==> src/rtl/seg7_latch_decoder.sv <==
module seg7_latch_decoder #(
  parameter int DIGIT_W = 4,
  parameter int SEG_W   = 7
) (
  input  logic               clk,
  input  logic               rst,
  input  logic [DIGIT_W-1:0] digit_in,
  input  logic               hold,
  input  logic               blank_n,
  input  logic               test_n,
  output logic [SEG_W-1:0]   seg
);

  localparam logic [SEG_W-1:0] ALL_ON  = {SEG_W{1'b1}};
  localparam logic [SEG_W-1:0] ALL_OFF = {SEG_W{1'b0}};

  logic [DIGIT_W-1:0] stored;
  logic [SEG_W-1:0]   pattern;

  always_ff @(posedge clk) begin
    if (rst)        stored <= '0;
    else if (!hold) stored <= digit_in;
  end

  always_comb begin
    case (stored)
      4'd0:    pattern = 7'h3F;
      4'd1:    pattern = 7'h06;
      4'd2:    pattern = 7'h5B;
      4'd3:    pattern = 7'h4F;
      4'd4:    pattern = 7'h66;
      4'd5:    pattern = 7'h6D;
      4'd6:    pattern = 7'h7D;
      4'd7:    pattern = 7'h07;
      4'd8:    pattern = 7'h7F;
      4'd9:    pattern = 7'h6F;
      default: pattern = ALL_OFF;
    endcase
  end

  assign seg = !test_n  ? ALL_ON  :
               !blank_n ? ALL_OFF : pattern;

  AST_RESET_ZERO: assert property (@(posedge clk)
    rst |=> (!test_n || !blank_n || seg == 7'h3F));
  AST_HOLD_FREEZE: assert property (@(posedge clk) disable iff (rst)
    (hold && test_n && blank_n) ##1 (test_n && blank_n) |-> $stable(seg));
  AST_LIT_SHAPE: assert property (@(posedge clk) disable iff (rst)
    (test_n && blank_n && seg != ALL_OFF) |-> $countones(seg) >= 2);
  AST_BAD_CODE_DARK: assert property (@(posedge clk) disable iff (rst)
    (!hold && digit_in > 4'd9) |=> (!test_n || !blank_n || seg == ALL_OFF));
  AST_TEST_ALL_ON: assert property (@(posedge clk) disable iff (rst)
    !test_n |-> seg == ALL_ON);
  AST_BLANK_ALL_OFF: assert property (@(posedge clk) disable iff (rst)
    (test_n && !blank_n) |-> seg == ALL_OFF);
  AST_OVERRIDE_NO_LOAD: assert property (@(posedge clk) disable iff (rst)
    (hold && (!test_n || !blank_n)) ##1 (test_n && blank_n && $past(hold, 2) && $past(test_n, 2) && $past(blank_n, 2))
      |-> seg == $past(seg, 2));

endmodule

==> config.mk <==
export PLATFORM = sky130hd
export DESIGN_NAME = seg7_latch_decoder
export DESIGN_NICKNAME = d
export VERILOG_FILES = /design/src/rtl/seg7_latch_decoder.sv
export SDC_FILE = /design/constraint.sdc
export NUM_CORES = 1
export LEC_CHECK = 0
export ABC_AREA = 1
export CORE_UTILIZATION = 30
export DETAILED_ROUTE_END_ITERATION = 8
export PLACE_DENSITY = 0.54
export SETUP_SLACK_MARGIN = 0.15
export SYNTH_ARGS = -nofsm -noshare
export SYNTH_HDL_FRONTEND = slang
export SYNTH_SLANG_ARGS = --single-unit
==> constraint.sdc <==
create_clock -name clk -period 1.62 [get_ports clk]
set_clock_uncertainty 0.1 [all_clocks]
set_input_delay 0.243 -clock clk [delete_from_list [all_inputs] [get_ports clk]]
set_output_delay 0.243 -clock clk [all_outputs]
set_load 0.05 [all_outputs]
==> impl_summary.log <==
INFO  metric outcome = complete, no violations
INFO  metric antenna_found_initial = 0
INFO  metric final-hold-violation-count = 0
INFO  metric fmax = just over 0.7 GHz
INFO  metric critical-path-max-stage-delay = 0.45 ns
INFO  metric min_to = pattern[4]
INFO  metric finalNetCount = 139
INFO  metric gp_weighted_congestion = ~0.83
INFO  metric avgViaCountPerCell = 4.273
INFO  metric coreArea = ~2000 sq um
INFO  metric yosys_most_used_dff = sky130_fd_sc_hd__dfxtp_1
INFO  metric irDropWorstVdd = 0.0004629 V
INFO  metric syn2layout_area_growth = 58.24%
INFO  metric rrSetupSlack = 0.30 ns
INFO  metric clkLatencyLatePin = 0.27 ns
INFO  metric tritoncts = built
INFO  metric yosys.area_share.adder = 0.1124
INFO  metric fp.dieArea = 2420 sq um
INFO  metric yosys_register_bits = 11
INFO  metric timing.final.setup_violations = 0
INFO  metric worst_hold_startpoint = digit_in[0]
INFO  metric detailed_route_drc_error_count = 0
INFO  metric drv_slew = 0
INFO  metric layout.filler_cells = 204
INFO  metric start_util = 0.3304
INFO  metric io-pin-count = 16
INFO  metric main_combinational_cell_family_by_area_after_synthesis = simple AND/OR/NAND/NOR gates
INFO  metric drt_iter0_markers = 11
INFO  metric placed_cells = 145
INFO  metric worst_r2r_path_depth = 10
INFO  metric multi_input_comb_area = 394.1 sq um
INFO  metric overflow = 0
INFO  metric chipWidth = 49.19 um
INFO  metric stdcell_count = 150
INFO  metric crit_required = about 1.7 ns
INFO  metric cts_buffers = 3
INFO  metric worstHoldPathCells = 6
INFO  metric die_height = 49.19 um
INFO  metric rsz0062_at_grt = false
INFO  metric critical_path.reg2reg.startpoint = stored[0]
INFO  metric final_min_period_over_clock_period = 0.8638
INFO  metric detail_route.first_pass.iterations = 4
INFO  metric dp_slack = -0.3195 ns
INFO  metric clock_tree.root_cell = sky130_fd_sc_hd__clkbuf_4
INFO  metric totalWireLength = 1.387 mm
INFO  metric type_of_element_capturing_the_critical_path = flip-flop
INFO  metric synth_largest_area_cell = sky130_fd_sc_hd__dfxtp_1
INFO  metric synth_area = around 670 sq um
INFO  metric synth.yosys.seq_area_share = 0.3296
INFO  metric synth_mux_area_frac = 0
INFO  metric setup_ws = 0.2206 ns
INFO  metric register_area = 220.2 sq um
INFO  metric syn_nets = 110
INFO  metric placementRows = 16
INFO  metric async_reset_ff_frac = 0
INFO  metric timing.final.crit_period = 1.399 ns
INFO  metric worst_rel_slew_slack = 0.8375
INFO  metric timing.setup.tns = 0 ns
INFO  metric max-cap-violations = 0
INFO  metric utilization_of_the_core_after_routing = 0.5229
INFO  metric cp_data_arrival_time = 1.46 ns
INFO  metric yosysMostFrequentCell = sky130_fd_sc_hd__nand2_1
INFO  metric yosys-top-cells-count = sky130_fd_sc_hd__nand2_1 (44), sky130_fd_sc_hd__inv_1 (13), sky130_fd_sc_hd__dfxtp_1 (11)
INFO  metric cp-startpoint = digit_in[1]
INFO  metric worst-path-max-fanout = 6
INFO  metric antenna_cells = 0
INFO  metric critPathMostFrequentCell = sky130_fd_sc_hd__nand2_1
INFO  metric pin_count_of_the_biggest_net_entering_global_routing = 8
INFO  metric wl_per_cell = ~9.2 um
INFO  metric synth.top_cells.by_area = sky130_fd_sc_hd__dfxtp_1 (33%), sky130_fd_sc_hd__nand2_1 (25%), sky130_fd_sc_hd__ha_1 (11%)
INFO  metric antenna_left = 0
INFO  metric worst_setup_hold_path_clk_slew = 0.07 ns
INFO  metric crit_slowest_cell = sky130_fd_sc_hd__clkdlybuf4s50_1
INFO  metric cellPowerDensity = 737.7 nW/um^2
INFO  metric ys_types = 16
INFO  metric grt_util_all_layers = 0.1345
INFO  metric hold_ws = 0.3425 ns
INFO  metric yosysWarningCount = 0
INFO  metric avgSynthCellArea = 7.033 sq um
INFO  metric syn_inst_count = 95
INFO  metric area_fraction_in_compound_gates_after_synthesis = 0.03745
INFO  metric synth_top_cell_area_share = 0.3296
INFO  metric hold_fix_buffer_count_after_cts = 0
INFO  metric power.static_leakage = 0.0005901 uW
INFO  metric tightest_slew = between 0.2 and 0.25 ns
INFO  metric synth-xor-area-share = 0
INFO  metric synth_edf_count = 0
INFO  metric wire_length_of_the_first_global_routing_pass = 2.435 mm
INFO  metric criticalPathCategory = input pin to flip-flop
INFO  metric synth_simple_gate_area_frac = 0.3951
INFO  metric cts.sinks = 11
INFO  metric final_layout_size_suffix_gt1_frac = 0.3171
INFO  metric port_buffers = 15
INFO  metric first_global_vias = 600
INFO  metric min-delay-path-class = input pin to flip-flop
INFO  metric critical_path.reg2reg.endpoint = pattern[3]
INFO  metric worstPathCellList = clkdlybuf4s50_1, nand2_1, nand2_2, nand2_4, ha_1, inv_1, nand3_2, nand2_1, nand2_1, nand2_1
INFO  metric dr_total_vias = 641
INFO  metric cp-start-kind = input pin
INFO  metric place_hpwl = 1.160 mm
INFO  metric h-tree-depth = 1
INFO  metric cts-root-to-sink-buffers = 2
## state kept, by name, summed over array words and instances, names as in the netlist
register and flops:
stored 4, pattern 7
## metrics by stage
| step | cell area [sq um] | total power, uW |
|---|---|---|
| finish | 1057 | 780.0 |
| global route | 1057 | 826.8 |
| CTS | 1012 | 781.5 |
| detailed placement | 991.0 | 596.9 |
| global placement | 991.0 | 593.3 |
| floorplan | 668.1 | 463.2 |
## placed cells by master, fill, tap and decap left out, types with 2 or more instances in the layout
master                            count
sky130_fd_sc_hd__buf_4                8
sky130_fd_sc_hd__nand2_1             41
sky130_fd_sc_hd__dfxtp_1             11
sky130_fd_sc_hd__dlygate4sd2_1        3
sky130_fd_sc_hd__clkbuf_4             3
sky130_fd_sc_hd__nand3_1              5
sky130_fd_sc_hd__inv_6                2
sky130_fd_sc_hd__nand2_2              3
sky130_fd_sc_hd__nand3_2              4
sky130_fd_sc_hd__inv_2                2
sky130_fd_sc_hd__buf_12               8
sky130_fd_sc_hd__ha_1                 5
sky130_fd_sc_hd__nor2_1               2
sky130_fd_sc_hd__clkdlybuf4s50_1      3
sky130_fd_sc_hd__inv_1               11
## critical path: cells and delay by family
family | cells | cell delay, ns
adder cells (fa/ha/maj) | 1 | 0.27
buffers and inverters | 2 | 0.49
AND/OR/NAND/NOR | 7 | 0.44
## cell type report
cell class | count | share of cell area
multi-input cells | 67 | 0.3728
repair buffers | 25 | 0.2935
flip-flops and latches | 11 | 0.2083
inverters | 16 | 0.06864
well taps | 27 | 0.03195
clock buffers | 4 | 0.02485
## logic make-up (layout without fill, tap and decap cells)
| family | Yosys count | after routing |
|---|---|---|
| AO/OA/AOI/OAI | 2 | 2 |
| adder cells (fa/ha/maj) | 6 | 6 |
| buffers and inverters | 17 | 45 |
| flip-flops | 11 | 11 |
| AND/OR/NAND/NOR | 59 | 59 |
## worst max-delay path by stage
stage,cells after the start,to,slack (ns)
2_1_floorplan,11,pattern[1],0.18
3_3_place_gp,10,pattern[4],-0.30
3_5_place_dp,10,pattern[3],-0.32
4_1_cts,10,pattern[3],0.18
5_1_grt,11,pattern[6],0.14
6_report,10,pattern[3],0.22
## repair_timing
| item | in CTS | in global routing |
|---|---|---|
| buffers inserted | 0 | 1 |
| gates resized for setup | 4 | 13 |
| setup endpoints to repair | 14 | 6 |
| pin swaps | 0 | 8 |
## power by group
part	switching (uW)	internal, uW	total (uW)
logic	157	131	288
clock network	89.0	95.4	184
registers	8.36	299	308
total	254	526	780
## per-layer routing
| metal | wire, um | up-vias | global-route usage | share of wire |
|---|---|---|---|---|
| met4 | 33 | 0 | 0.08824 | 0.024 |
| met2 | 720 | 7 | 0.2237 | 0.52 |
| met5 | 0 | - | 0 | 0 |
| met3 | 29 | 4 | 0.01869 | 0.021 |
| met1 | 604 | 289 | 0.1594 | 0.44 |
| li1 | - | 341 | - | - |
Power figures use the tool's default switching activity.
